$ cat config.mk
export PLATFORM = sky130hd
export DESIGN_NAME = cc_timer_chan
export DESIGN_NICKNAME = d
export VERILOG_FILES = /design/src/rtl/cc_timer_pkg.sv /design/src/rtl/cc_edge_sync.sv /design/src/rtl/cc_tick_gen.sv /design/src/rtl/cc_gr_slot.sv /design/src/rtl/cc_timer_chan.sv
export SDC_FILE = /design/constraint.sdc
export NUM_CORES = 1
export LEC_CHECK = 0
export BUFFER_PORTS_ARGS = -buffer_cell sky130_fd_sc_hd__buf_2
export CORE_ASPECT_RATIO = 0.5
export CORE_UTILIZATION = 50
export DETAILED_ROUTE_END_ITERATION = 6
export PLACE_DENSITY_LB_ADDON = 0.15
export SETUP_SLACK_MARGIN = 0.2
export SLEW_MARGIN = 25
export SYNTH_ARGS = -nofsm -noshare
export SYNTH_HDL_FRONTEND = slang
export SYNTH_SLANG_ARGS = --single-unit
$ cat constraint.sdc
create_clock -name clk -period 3.15 [get_ports clk]
set_input_delay 0.315 -clock clk [delete_from_list [all_inputs] [get_ports clk]]
set_output_delay 0.315 -clock clk [all_outputs]
set_load 0.05 [all_outputs]
$ cat src/rtl/cc_timer_pkg.sv
package cc_timer_pkg;

  typedef enum logic [1:0] {ACT_KEEP = 2'd0, ACT_LOW = 2'd1, ACT_HIGH = 2'd2, ACT_TOG = 2'd3} out_act_e;
  typedef enum logic [1:0] {EDG_RISE = 2'd0, EDG_FALL = 2'd1, EDG_BOTH = 2'd2, EDG_NONE = 2'd3} cap_edge_e;
  typedef enum logic [1:0] {CLR_OFF = 2'd0, CLR_ON_A = 2'd1, CLR_ON_B = 2'd2, CLR_RSV = 2'd3} clr_src_e;

  // per-register pin configuration, packed so that bit 0 is the mode bit
  typedef struct packed {
    logic      init_lvl;
    cap_edge_e edg;
    out_act_e  act;
    logic      cap;
  } io_cfg_t;

  localparam int IO_CFG_W = $bits(io_cfg_t);
  localparam int SRC_W    = 3;
  localparam int N_DIV    = 4;
  localparam int NFLG     = 3;
  localparam int FLG_A    = 0;
  localparam int FLG_B    = 1;
  localparam int FLG_OVF  = 2;

  localparam int CTL_CLR_LSB = 3;
  localparam int CTL_CLR_MSB = 4;
  localparam int CTL_PWM     = 5;
  localparam int CTL_RUN     = 6;

  localparam logic [2:0] ADR_CTRL = 3'd0;
  localparam logic [2:0] ADR_IOA  = 3'd1;
  localparam logic [2:0] ADR_IOB  = 3'd2;
  localparam logic [2:0] ADR_IEN  = 3'd3;
  localparam logic [2:0] ADR_FLAG = 3'd4;
  localparam logic [2:0] ADR_GRA  = 3'd5;
  localparam logic [2:0] ADR_GRB  = 3'd6;
  localparam logic [2:0] ADR_CNT  = 3'd7;

  function automatic logic act_apply(input out_act_e a, input logic cur);
    case (a)
      ACT_LOW:  act_apply = 1'b0;
      ACT_HIGH: act_apply = 1'b1;
      ACT_TOG:  act_apply = ~cur;
      default:  act_apply = cur;
    endcase
  endfunction

endpackage

$ cat src/rtl/cc_edge_sync.sv
module cc_edge_sync
  import cc_timer_pkg::*;
(
  input  logic      clk,
  input  logic      rst_n,
  input  cap_edge_e edg,
  input  logic      din,
  output logic      hit
);

  logic [2:0] sh_q, sh_d;
  logic       rise, fall;

  always_comb sh_d = {sh_q[1:0], din};

  always_ff @(posedge clk or negedge rst_n) begin
    if (!rst_n) sh_q <= '0;
    else        sh_q <= sh_d;
  end

  assign rise = sh_q[1] & ~sh_q[2];
  assign fall = ~sh_q[1] & sh_q[2];

  always_comb begin
    case (edg)
      EDG_RISE: hit = rise;
      EDG_FALL: hit = fall;
      EDG_BOTH: hit = rise | fall;
      default:  hit = 1'b0;
    endcase
  end

endmodule

$ cat src/rtl/cc_tick_gen.sv
module cc_tick_gen
  import cc_timer_pkg::*;
#(
  parameter int NDIV = 4,
  parameter int NEXT = 4
) (
  input  logic             clk,
  input  logic             rst_n,
  input  logic [SRC_W-1:0] src,
  input  logic [NEXT-1:0]  ext_clk,
  output logic             tick
);

  localparam int PRE_W = (NDIV > 1) ? NDIV - 1 : 1;

  logic [PRE_W-1:0] pre_q, pre_d;
  logic [NDIV-1:0]  div_tick;
  logic [NEXT-1:0]  ext_hit;

  always_comb pre_d = pre_q + 1'b1;

  always_ff @(posedge clk or negedge rst_n) begin
    if (!rst_n) pre_q <= '0;
    else        pre_q <= pre_d;
  end

  for (genvar i = 0; i < NDIV; i++) begin : g_div
    if (i == 0) begin : g_one
      assign div_tick[i] = 1'b1;
    end else begin : g_pow
      assign div_tick[i] = &pre_q[i-1:0];
    end
  end

  for (genvar j = 0; j < NEXT; j++) begin : g_ext
    cc_edge_sync u_ext (
      .clk  (clk),
      .rst_n(rst_n),
      .edg  (EDG_RISE),
      .din  (ext_clk[j]),
      .hit  (ext_hit[j])
    );
  end

  always_comb begin
    tick = 1'b0;
    for (int i = 0; i < NDIV; i++)
      if (src == SRC_W'(i)) tick = div_tick[i];
    for (int j = 0; j < NEXT; j++)
      if (src == SRC_W'(NDIV + j)) tick = ext_hit[j];
  end

endmodule

$ cat src/rtl/cc_gr_slot.sv
module cc_gr_slot
  import cc_timer_pkg::*;
#(
  parameter int CW = 16
) (
  input  logic          clk,
  input  logic          rst_n,
  input  logic          step,
  input  logic          cap_en,
  input  cap_edge_e     edg,
  input  logic          pin_in,
  input  logic [CW-1:0] cnt,
  input  logic          wr_en,
  input  logic [CW-1:0] wr_data,
  output logic [CW-1:0] gr_q,
  output logic          evt
);

  logic [CW-1:0] gr_d;
  logic          pin_hit, cap_hit, cmp_hit;

  cc_edge_sync u_pin (
    .clk  (clk),
    .rst_n(rst_n),
    .edg  (edg),
    .din  (pin_in),
    .hit  (pin_hit)
  );

  assign cap_hit = cap_en & pin_hit;
  assign cmp_hit = ~cap_en & step & (cnt == gr_q);
  assign evt     = cap_hit | cmp_hit;

  always_comb begin
    gr_d = gr_q;
    if (cap_hit)    gr_d = cnt;
    else if (wr_en) gr_d = wr_data;
  end

  always_ff @(posedge clk or negedge rst_n) begin
    if (!rst_n) gr_q <= '0;
    else        gr_q <= gr_d;
  end

endmodule

$ cat src/rtl/cc_timer_chan.sv
module cc_timer_chan
  import cc_timer_pkg::*;
#(
  parameter int CNT_W = 16,
  parameter int N_EXT = 4
) (
  input  logic             clk,
  input  logic             rst_n,
  input  logic             wr_en,
  input  logic [2:0]       wr_addr,
  input  logic [CNT_W-1:0] wr_data,
  input  logic [2:0]       rd_addr,
  output logic [CNT_W-1:0] rd_data,
  input  logic [N_EXT-1:0] ext_clk,
  input  logic             pin_a_in,
  input  logic             pin_b_in,
  output logic             pin_a_out,
  output logic             pin_a_oe,
  output logic             pin_b_out,
  output logic             pin_b_oe,
  output logic             irq_a,
  output logic             irq_b,
  output logic             irq_ovf,
  output logic             trig_out
);

  // reset: asserted asynchronously, released on the clock
  logic [1:0] rs_q;
  logic       rst_i_n;

  always_ff @(posedge clk or negedge rst_n) begin
    if (!rst_n) rs_q <= '0;
    else        rs_q <= {rs_q[0], 1'b1};
  end
  assign rst_i_n = rs_q[1];

  // write decode
  logic wr_ctrl, wr_ioa, wr_iob, wr_ien, wr_flag, wr_gra, wr_grb, wr_cnt;
  assign wr_ctrl = wr_en && (wr_addr == ADR_CTRL);
  assign wr_ioa  = wr_en && (wr_addr == ADR_IOA);
  assign wr_iob  = wr_en && (wr_addr == ADR_IOB);
  assign wr_ien  = wr_en && (wr_addr == ADR_IEN);
  assign wr_flag = wr_en && (wr_addr == ADR_FLAG);
  assign wr_gra  = wr_en && (wr_addr == ADR_GRA);
  assign wr_grb  = wr_en && (wr_addr == ADR_GRB);
  assign wr_cnt  = wr_en && (wr_addr == ADR_CNT);

  // state
  logic [SRC_W-1:0] src_q, src_d;
  clr_src_e         clr_q, clr_d;
  logic             pwm_q, pwm_d, run_q, run_d;
  io_cfg_t          cfg_a_q, cfg_a_d, cfg_b_q, cfg_b_d;
  logic [NFLG-1:0]  ien_q, ien_d, flg_q, flg_d;
  logic [CNT_W-1:0] cnt_q, cnt_d;
  logic             pin_a_q, pin_a_d, pin_b_q, pin_b_d, trig_q, trig_d;

  // datapath links
  logic             tick, step, evt_a, evt_b, cap_a_en, cap_b_en;
  logic             clr_hit, ovf_hit;
  logic [CNT_W-1:0] gra_q, grb_q;
  clr_src_e         clr_eff;

  cc_tick_gen #(.NDIV(N_DIV), .NEXT(N_EXT)) u_tick (
    .clk    (clk),
    .rst_n  (rst_i_n),
    .src    (src_q),
    .ext_clk(ext_clk),
    .tick   (tick)
  );

  assign step     = run_q & tick;
  assign cap_a_en = cfg_a_q.cap & ~pwm_q;
  assign cap_b_en = cfg_b_q.cap & ~pwm_q;

  cc_gr_slot #(.CW(CNT_W)) u_gra (
    .clk    (clk),
    .rst_n  (rst_i_n),
    .step   (step),
    .cap_en (cap_a_en),
    .edg    (cfg_a_q.edg),
    .pin_in (pin_a_in),
    .cnt    (cnt_q),
    .wr_en  (wr_gra),
    .wr_data(wr_data),
    .gr_q   (gra_q),
    .evt    (evt_a)
  );

  cc_gr_slot #(.CW(CNT_W)) u_grb (
    .clk    (clk),
    .rst_n  (rst_i_n),
    .step   (step),
    .cap_en (cap_b_en),
    .edg    (cfg_b_q.edg),
    .pin_in (pin_b_in),
    .cnt    (cnt_q),
    .wr_en  (wr_grb),
    .wr_data(wr_data),
    .gr_q   (grb_q),
    .evt    (evt_b)
  );

  assign clr_eff = pwm_q ? CLR_ON_B : clr_q;
  assign clr_hit = ((clr_eff == CLR_ON_A) & evt_a) | ((clr_eff == CLR_ON_B) & evt_b);
  assign ovf_hit = step & (cnt_q == '1) & ~clr_hit;

  // next state
  always_comb begin
    src_d   = src_q;
    clr_d   = clr_q;
    pwm_d   = pwm_q;
    run_d   = run_q;
    cfg_a_d = cfg_a_q;
    cfg_b_d = cfg_b_q;
    ien_d   = ien_q;
    if (wr_ctrl) begin
      src_d = wr_data[SRC_W-1:0];
      clr_d = clr_src_e'(wr_data[CTL_CLR_MSB:CTL_CLR_LSB]);
      pwm_d = wr_data[CTL_PWM];
      run_d = wr_data[CTL_RUN];
    end
    if (wr_ioa) cfg_a_d = io_cfg_t'(wr_data[IO_CFG_W-1:0]);
    if (wr_iob) cfg_b_d = io_cfg_t'(wr_data[IO_CFG_W-1:0]);
    if (wr_ien) ien_d   = wr_data[NFLG-1:0];

    // counter: software write, then clear, then step
    if (wr_cnt)       cnt_d = wr_data;
    else if (clr_hit) cnt_d = '0;
    else if (step)    cnt_d = cnt_q + 1'b1;
    else              cnt_d = cnt_q;

    // flags: a set in the same cycle as a clear write wins
    flg_d = flg_q & ~(wr_flag ? wr_data[NFLG-1:0] : '0);
    flg_d[FLG_A]   = flg_d[FLG_A]   | evt_a;
    flg_d[FLG_B]   = flg_d[FLG_B]   | evt_b;
    flg_d[FLG_OVF] = flg_d[FLG_OVF] | ovf_hit;

    // pin A
    pin_a_d = pin_a_q;
    if (wr_ioa)                   pin_a_d = wr_data[IO_CFG_W-1];
    else if (pwm_q) begin
      if (evt_b)                  pin_a_d = 1'b0;
      else if (evt_a)             pin_a_d = 1'b1;
    end else if (!cfg_a_q.cap && evt_a)
                                  pin_a_d = act_apply(cfg_a_q.act, pin_a_q);

    // pin B
    pin_b_d = pin_b_q;
    if (wr_iob)                   pin_b_d = wr_data[IO_CFG_W-1];
    else if (!pwm_q && !cfg_b_q.cap && evt_b)
                                  pin_b_d = act_apply(cfg_b_q.act, pin_b_q);

    trig_d = evt_a | evt_b;
  end

  always_ff @(posedge clk or negedge rst_i_n) begin
    if (!rst_i_n) begin
      src_q   <= '0;
      clr_q   <= CLR_OFF;
      pwm_q   <= 1'b0;
      run_q   <= 1'b0;
      cfg_a_q <= io_cfg_t'('0);
      cfg_b_q <= io_cfg_t'('0);
      ien_q   <= '0;
      flg_q   <= '0;
      cnt_q   <= '0;
      pin_a_q <= 1'b0;
      pin_b_q <= 1'b0;
      trig_q  <= 1'b0;
    end else begin
      src_q   <= src_d;
      clr_q   <= clr_d;
      pwm_q   <= pwm_d;
      run_q   <= run_d;
      cfg_a_q <= cfg_a_d;
      cfg_b_q <= cfg_b_d;
      ien_q   <= ien_d;
      flg_q   <= flg_d;
      cnt_q   <= cnt_d;
      pin_a_q <= pin_a_d;
      pin_b_q <= pin_b_d;
      trig_q  <= trig_d;
    end
  end

  // outputs
  assign pin_a_out = pin_a_q;
  assign pin_b_out = pin_b_q;
  assign pin_a_oe  = pwm_q | ~cfg_a_q.cap;
  assign pin_b_oe  = ~pwm_q & ~cfg_b_q.cap;
  assign irq_a     = flg_q[FLG_A]   & ien_q[FLG_A];
  assign irq_b     = flg_q[FLG_B]   & ien_q[FLG_B];
  assign irq_ovf   = flg_q[FLG_OVF] & ien_q[FLG_OVF];
  assign trig_out  = trig_q;

  always_comb begin
    case (rd_addr)
      ADR_FLAG: rd_data = CNT_W'(flg_q);
      ADR_GRA:  rd_data = gra_q;
      ADR_GRB:  rd_data = grb_q;
      ADR_CNT:  rd_data = cnt_q;
      default:  rd_data = '0;
    endcase
  end

endmodule

Word-level counts from Yosys, hierarchy flattened. Index checks and enable logic that the tools add are counted.

Output and inout bits: 24. Input bits: 31. Register bits: 97.

Equality and inequality tests: 34. Reduce and logical (&&, ||, !) cells: 29. Bitwise logic cells: 53. Multiplexer cells: 29. $add $sub $neg: 2.

Operator list (count): $mux W16 (7); $pmux W16 S4 (1); $eq A3 B3 Y1 const B (12); $eq A16 B16 Y1 (2); $and A1 B1 Y1 (25); $add A16 B1 Y16 const B (1); $eq A16 B16 Y1 const B (1); $not A1 Y1 (16); $mux W1 (15); $eq A2 B2 Y1 const B (7); $eq A3 B2 Y1 const B (4); $pmux W1 S3 (4); $logic_and A1 B1 Y1 (11); $eq A2 B1 Y1 const B (5); $or A1 B1 Y1 (10); $eq A3 B1 Y1 const B (2); $logic_not A3 Y1 (2); $reduce_and A3 Y1 (2); $reduce_bool A2 Y1 (3); $reduce_bool A3 Y1 (2); $reduce_bool A5 Y1 (1); $logic_not A2 Y1 (2); $ne A4 B2 Y1 const B (1); $reduce_and A2 Y1 (2); 7 further kinds (9).

Depth between registers and ports, before layout. Gate-level depths: netlist of run 1.

Depth after elaboration: 18. Gate-level depth with buffers: 10. Depth with buffers taken out: 9.

By module. Synthesis of run 1 repeated with hierarchy kept, for this count alone.

Cells, all modules: 519. Area total of the unflattened synthesis: 5480.3 µm².

By module, submodules not included: cc_timer_chan (sequential area each 1101.1 µm², cells an instance 261, area each 2681.3 µm², instances 1); cc_gr_slot (sequential area each 400.4 µm², cells an instance 93, area each 923.4 µm², instances 2); cc_edge_sync (sequential area each 75.1 µm², cells an instance 10, area each 130.1 µm², instances 6); cc_tick_gen (sequential area each 75.1 µm², cells an instance 12, area each 171.4 µm², instances 1).

Least setup slack after synthesis of run 1. Ideal clock, no wire load.

Path type: reg2reg. From: reg u_tick.pre_q[0]. To: reg cnt_q[13]. Stages on the path, launching flop included: 11. Period minus slack after synthesis: 2296 ps. Arrival time: 2222 ps. Required time: 3076 ps. Slack: 854 ps. Path buffers: 1. Cells stage by stage: dfrtp_1 -> ha_1 -> ha_1 -> mux2_4 -> o211a_1 -> a32o_2 -> a31oi_4 -> o21ba_4 -> o21ai_2 -> buf_6 -> o21ai_2.

Word-level cells in the longest chain between the ends: 15. Elaborated cells between the ends (all ways): 22. Those cells by class: mux: 9; bitwise: 10; reduce/logical: 3.

RTL lines: start, declared (RTL line cc_tick_gen.sv:16) `logic [PRE_W-1:0] pre_q, pre_d;`; start signal, assigned (RTL line cc_tick_gen.sv:24) `else pre_q <= pre_d;`; $mux W1 / $reduce_and A2 Y1 (equally long branches) (RTL line cc_tick_gen.sv:48, cc_tick_gen.sv:31); $mux W1 (RTL line cc_tick_gen.sv:48) `if (src == SRC_W'(i)) tick = div_tick[i];`; $mux W1 * (RTL line cc_tick_gen.sv:48); $mux W1 * (4 in a row) (RTL line cc_tick_gen.sv:50) `if (src == SRC_W'(NDIV + j)) tick = ext_hit[j];`; $and A1 B1 Y1 * (RTL line cc_timer_chan.sv:71) `assign step = run_q & tick;`; $and A1 B1 Y1 (2 in a row) (RTL line cc_gr_slot.sv:31) `assign cmp_hit = ~cap_en & step & (cnt == gr_q);`; $or A1 B1 Y1 (RTL line cc_gr_slot.sv:32) `assign evt = cap_hit | cmp_hit;`; $and A1 B1 Y1 (RTL line cc_timer_chan.sv:104) `assign clr_hit = ((clr_eff == CLR_ON_A) & evt_a) | ((clr_eff == CLR_ON_B) & evt_b);`; $or A1 B1 Y1 (RTL line cc_timer_chan.sv:104); $mux W16 (RTL line cc_timer_chan.sv:128) `else if (clr_hit) cnt_d = '0;`; $mux W16 (RTL line cc_timer_chan.sv:127) `if (wr_cnt) cnt_d = wr_data;`; end signal, assigned (RTL line cc_timer_chan.sv:179) `cnt_q <= cnt_d;`; end, declared (RTL line cc_timer_chan.sv:54) `logic [CNT_W-1:0] cnt_q, cnt_d;`.

Every way passes the cells marked *; elsewhere a longest branch is shown, timed or not. A chain may end at the register's enable or synchronous reset.

Final worst setup path of run 1.
From: reg cnt_q[4]. To: reg cnt_q[3].

Word-level cells in the longest chain between the ends: 7. Elaborated cells between the ends (all ways): 12. Those cells by class: eq/ne: 2; mux: 2; bitwise: 7; reduce/logical: 1.

RTL lines (RTL line): $eq A16 B16 Y1 (cc_gr_slot.sv:31); $and A1 B1 Y1 (cc_gr_slot.sv:31); $or A1 B1 Y1 (cc_gr_slot.sv:32); $and A1 B1 Y1 (cc_timer_chan.sv:104); $or A1 B1 Y1 * (cc_timer_chan.sv:104); $mux W16 (cc_timer_chan.sv:128); $mux W16 (cc_timer_chan.sv:127).

Marks and branches as above.

==> flow_summary.yaml, run 1 <==
logic_synthesis:
  synth_cells: 521
  synth-async-reset-ratio_pct: 100
  ys_types: 55
  synth_area_leader_cell: "dfrtp_1"
  syn_avg_cell_area_sq_um: 10.3
  ys_warn_count: 0
  synthMuxAreaShare_pct: 14.4
  synth_top_cell_area_share_pct: 45.2
  synth-xor-area-share_pct: 7.34
  synth_area_leaders: "dfrtp_1 45%, mux2_2 6.5%, mux2i_1 6.3%, xnor2_1 5.2%, a21oi_1 3.5%"
  synth_edf_count: 0
  ys_ff_latch: 97
  yosysMostFrequentCell: "dfrtp_1"
  synth_adder_area_share_pct: 2.10
  syn_area_sq_um: 5370
  synth_compound_area_share_pct: 12.5
  synth_ff_type: "dfrtp_1"
  synth_seq_area_share_pct: 45.2
  synth_common_cells: "97 x dfrtp_1, 42 x nor2_1, 38 x a21oi_1"
  yosys.area_share.simple_pct: 14.1
  syn-num-nets: 561
  synth_top_family_by_area: "multiplexers"
place:
  placed_area_sq_um: 5740
  numPortBuffers: 54
  gp_congestion: 0.886
  place_hpwl_um: 8790
  preCtsSetupSlack_ns: 0.642
  place_inst: 689
clock_network:
  cts_sinks: 97
  post_cts_buffers: 0
  clock_path_buffers: 2
  cts_made_buffers: 9
  hold_buffers: 1
  clk_latency_ns: 0.35
  root_buffer: "clkbuf_16"
  cts_tree: "yes"
  htree_levels: 3
  post_cts_resize_count: 0
  clk_pin_slew_ns: 0.07
cells_and_area:
  fillers: 907
  final_area_sq_um: 6040
  area.growth.synth_to_final_pct: 12.4
  layout-drive-gt1-share_pct: 24.7
  seqCellArea_sq_um: 2430
  multi_input_area_sq_um: 2710
  fin_nets: 601
  diodes: 0
  stdcell_count: 706
route:
  vias: 3925
  drt_first_pass_iters: 5
  ant_nets: 0
  drt-initial-drc-count: 201
  post_drt_wl_per_cell_um: 17.9
  via_per_inst: 5.56
  wl_um: 12700
  drc_errors: 0
worst_setup_path:
  crit_fanout: 9
  start_kind: "flip-flop"
  critPathRequiredTime_ns: 3.39
  worstPathArrival_ns: 2.76
  worstSetupEndpointType: "flip-flop"
  path_class: "reg -> reg"
floorplanning:
  num_io_pins: 55
  die_w_um: 149
  die_y_um: 75.3
  row_count: 26
  core_sq_um: 10300
  initial_utilization_pct: 52.1
  die-area_sq_um: 11200
worst_hold_path:
  hold_class: "in -> reg"
sta:
  finalClockSkew_ns: 0.00655
  worst_slack_ns: 0.623
  tightest_slew_ns: 0.880
  grt_setup_unrepaired: "no"
  min_period_ns: 2.53
  final-max-slew-violation-count: 0
  finalCritPeriodShare_pct: 80.2
  final_hold_viol_count: 0
  finalSetupTns_ns: 0
  fmax_mhz: 396
  finalSetupViolCount: 0
  max_slew_margin_pct: 40.9
global_route:
  grt_pass1_vias: 3592
  overflow: 0
  grt_max_degree: 55
  grt_usage_pct: 24.6
  grt_first_pass_wirelength_um: 20200
  antenna_found_initial: 1
power:
  ir_drop_uv: 303
  power_density_nw_per_um2: 799
  power.leakage_nw: 2.78
outcome:
  status: "complete, no violations"
run:
  max-cap-violations: 0
==> worst max-delay path, cell delays in order (launching register included) <==
cell and delay [ns]:
dfrtp_1 0.50, xor2_1 0.23, nor4_2 0.43, nand4_2 0.33
or2_0 0.43, o21ai_2 0.19, buf_4 0.20, o21ai_0 0.10
==> cells by family (layout without fill, tap and decap cells) <==
group | after synthesis | in the layout
muxes | 69 | 69
and+or+nand+nor | 150 | 150
adders and majority gates | 9 | 9
AOI/OAI and AO/OA | 97 | 97
xor gates and xnor gates | 45 | 45
other | 1 | 1
buffers and inverters | 53 | 98
DFF | 97 | 97
==> through the flow <==
| step | power (W) | utilization, % | hold slack, ns |
|---|---|---|---|
| 6_report | 0.00483 | 58.5 | 0.0627 |
| 5_1_grt | 0.00513 | 58.5 | 0.0490 |
| 4_1_cts | 0.00487 | 58.5 | 0.0490 |
| 3_5_place_dp | 0.00378 | 55.7 | 0.101 |
| 3_3_place_gp | 0.00375 | 55.7 | 0.102 |
| 2_1_floorplan | 0.00336 | - | 0.0194 |
==> routing by layer <==
metal | track usage, % | share of wire (%) | vias up
met5 | 0 | 0.10 | -
met4 | 5.96 | 0.84 | 2
met2 | 35.7 | 45 | 90
met1 | 37.1 | 49 | 1929
li1 | - | - | 1893
met3 | 5.64 | 5.4 | 11
==> power by group <==
| part | switching [W] | total, W | internal, W |
|---|---|---|---|
| Combinational | 0.000901 | 0.00166 | 0.000761 |
| Clock | 0.000512 | 0.00106 | 0.000552 |
| Sequential | 0.000489 | 0.00210 | 0.00161 |
| Total | 0.00190 | 0.00483 | 0.00292 |
==> cell type report <==
cell class	count	share of cell area [%]
tap	140	2.90
clock inverter	7	1.02
multi-input combinational	371	45.0
clock buffer	9	3.73
inverter	14	0.870
timing repair buffer	68	6.26
sequential	97	40.3
==> state kept, by name, summed over array words and instances (netlist names), 3 cells and up <==
register,count
u_grb.u_pin.sh_q,3
ien_q,3
cfg_a_q,5
u_gra.gr_q,16
u_tick.g_ext.u_ext.sh_q,12
flg_q,3
src_q,3
cfg_b_q,5
u_gra.u_pin.sh_q,3
cnt_q,16
u_grb.gr_q,16
u_tick.pre_q,3
==> placed cells by master (no fill, tap or decap), types with 14 or more instances in the layout <==
cell type	netlist	routed
a22oi_1	14	14
inv_1	14	14
nor2b_1	15	15
dfrtp_1	97	96
xnor2_1	32	32
a21oi_1	38	38
nand2_1	36	36
mux2_2	31	31
nor2_1	42	42
mux2i_1	34	34
buf_2	15	54
==> path summary, 6_finish.rpt <==
path	cells past startpoint	slack (ns)	start	to
max in group asynchronous	1	1.98	rs_q[1]	cnt_q[14]
setup / recovery	7	0.62	cnt_q[4]	cnt_q[3]
setup reg to reg	7	0.62	cnt_q[4]	cnt_q[3]
hold / removal	1	0.06	pin_b_in	u_grb.u_pin.sh_q[0]
hold reg to reg	0	0.35	u_tick.g_ext[1].u_ext.sh_q[0]	u_tick.g_ext[1].u_ext.sh_q[1]
min in group asynchronous	2	0.26	rst_n	rs_q[1]
No activity file was read; power rests on OpenSTA's default activity.
==> inputs of run 2 (changes only) <==
==> constraint.sdc (replaced) <==
create_clock -name clk -period 2.2 [get_ports clk]
set_input_delay 0.22 -clock clk [delete_from_list [all_inputs] [get_ports clk]]
set_output_delay 0.22 -clock clk [all_outputs]
set_load 0.05 [all_outputs]
==> run 2 against run 1 <==
The flow now finishes with violations (DRC, setup timing); final cell count is 7.2% higher; worst hold slack better by 0.057 ns; power is 58% higher; flip-flop and latch count stayed put; highest routed layer is now met4.
==> flow_summary.yaml, run 2 (synthesis results as in run 1) <==
sta:
  finalCritPeriodShare_pct: 107
  finalClockSkew_ns: 0.0109
  max_slew_margin_pct: 58.9
  tightest_slew_ns: 0.617
  finalSetupViolCount: 16
  final-max-slew-violation-count: 0
  grt_setup_unrepaired: "yes"
  worst_slack_ns: -0.147
  min_period_ns: 2.35
  final_hold_viol_count: 0
  fmax_mhz: 426
route:
  via_per_inst: 5.53
  wl_um: 13200
  drt-initial-drc-count: 225
  drt_first_pass_iters: 7
  ant_nets: 0
  vias: 4183
  drc_errors: 1
  post_drt_wl_per_cell_um: 17.4
outcome:
  status: "complete, but fails checks"
  violations: "DRC, setup timing"
floorplanning:
  row_count: 26
  die_w_um: 149
  initial_utilization_pct: 52.1
  die-area_sq_um: 11200
  die_y_um: 75.3
  core_sq_um: 10300
  num_io_pins: 55
worst_setup_path:
  rr_endpoint: "cnt_q[15]"
  crit_path_frequent_cell: "ha_4"
  cpMaxStageDelayCell: "dfrtp_1"
  crit_fanout: 2
  start_kind: "flip-flop"
  worstSetupEndpointType: "flip-flop"
  rr_worst_depth: 10
  timing.rr.start: "u_tick.pre_q[0]"
  cp_top_family: "compound AO/OA/AOI/OAI gates"
  worstPathArrival_ns: 2.62
  reg2reg_setup_slack_ns: -0.15
  critPathRequiredTime_ns: 2.47
  path_class: "reg -> reg"
  critical-path-max-stage-delay_ns: 0.41
  timing.critical_path.buf_inv: 1
  path_cells: "ha_4 -> ha_4 -> mux2_4 -> o211a_1 -> a32o_2 -> a31oi_4 -> buf_6 -> o22ai_4 -> a2111oi_4 -> nand2b_1"
cells_and_area:
  layout-drive-gt1-share_pct: 34.7
  final_common_cell: "dfrtp_1"
  area.growth.synth_to_final_pct: 24.9
  diodes: 0
  final_area_sq_um: 6710
  fin_nets: 652
  reg.largest.list: "cnt_q x16, u_gra.gr_q x16, u_grb.gr_q x16"
  final_cell_mix: "95 x dfrtp_1, 52 x buf_4, 51 x buf_2"
  utilization_pct: 65.0
global_route:
  grt_max_degree: 39
  grt_pass1_vias: 3810
  overflow: 0
  grt_first_pass_wirelength_um: 20800
  grt_usage_pct: 25.1
  antenna_found_initial: 0
clock_network:
  clk_latency_ns: 0.34
  cts_made_buffers: 9
  htree_levels: 3
  cts_tree: "yes"
  clk_pin_slew_ns: 0.07
  root_buffer: "clkbuf_16"
  clock_path_buffers: 2
  cts_sinks: 97
power:
  power.leakage_nw: 3.09
  ir_drop_uv: 479
  power_density_nw_per_um2: 1140
worst_hold_path:
  hold_path_depth: 3
  min_to: "cnt_q[13]"
  min_from: "wr_data[13]"
  hold_class: "in -> reg"
place:
  gp_congestion: 0.835
  placed_area_sq_um: 6100
  place_hpwl_um: 9110
  numPortBuffers: 54
run:
  max-cap-violations: 0
-- run 2: changes by cell type in the layout (fill, tap and decap cells not counted), sizes merged --
cell         before  now
bufinv            0    2
buf              67  112
inv              18   16
dlygate4sd3       1    7
clkinv            2    0
clkbuf            9   11
-- run 2: worst max path at each step --
stage	startpoint	end	slack (ns)	cells past startpoint
after floorplan	u_tick.pre_q[0]	pin_a_out	-0.02	9
after global placement	u_tick.pre_q[0]	cnt_q[15]	-0.13	10
after detailed placement	u_tick.pre_q[0]	cnt_q[15]	-0.16	10
after CTS	u_tick.pre_q[0]	cnt_q[15]	-0.16	10
after global routing	u_tick.pre_q[0]	cnt_q[15]	-0.23	10
final	u_tick.pre_q[0]	cnt_q[15]	-0.15	10
-- run 2: cell type report --
type | count | area, sq um
clock buffer | 11 | 243
clock inverter | 5 | 85.1
fill | 832 | 3610
inverter | 14 | 52.6
multi-input combinational | 371 | 2870
sequential | 97 | 2430
tap | 140 | 175
timing repair buffer | 119 | 843
-- run 2: layer usage --
metal  vias to the layer above  GRT usage, %  part of all wire (%)
met5                         -             0                     0
met4                         0          4.93                  0.37
met3                         5          5.27                   5.0
met2                       102          38.9                    44
met1                      2081          36.6                    51
li1                       1995             -                     -
-- run 2: worst min-delay path, cell delays in order --
cell	delay (ns)
buf_2	0.10
nand2_1	0.06
o21ai_2	0.04
-- run 2: per-stage QoR --
step / instances / hold WS (ns) / total power, W / worst slack [ns] / setup TNS [ns]
2_1_floorplan: 521 / -0.0756 / 0.00484 / -0.0244 / -0.252
3_3_place_gp: 728 / 0.00573 / 0.00567 / -0.125 / -0.522
3_5_place_dp: 728 / 0.00577 / 0.00572 / -0.159 / -0.753
4_1_cts: 754 / 0.107 / 0.00753 / -0.159 / -0.624
5_1_grt: 757 / 0.120 / 0.00809 / -0.233 / -2.49
6_report: 757 / 0.120 / 0.00764 / -0.147 / -1.30
-- run 2: repair_timing --
item	CTS	global route
endpoints found under the setup margin	21	25
hold buffers	7	0
resized for setup	16	22
hold endpoints to repair	8	0
setup buffers	3	3
pin swaps	16	9
-- run 2: power by group --
part | total [W] | internal (W) | leakage, nW | switching (W)
clock | 0.00173 | 0.00104 | 0.157 | 0.000696
combinational | 0.00304 | 0.00147 | 1.78 | 0.00157
sequential | 0.00287 | 0.00231 | 1.15 | 0.000554
total | 0.00764 | 0.00482 | 3.09 | 0.00282
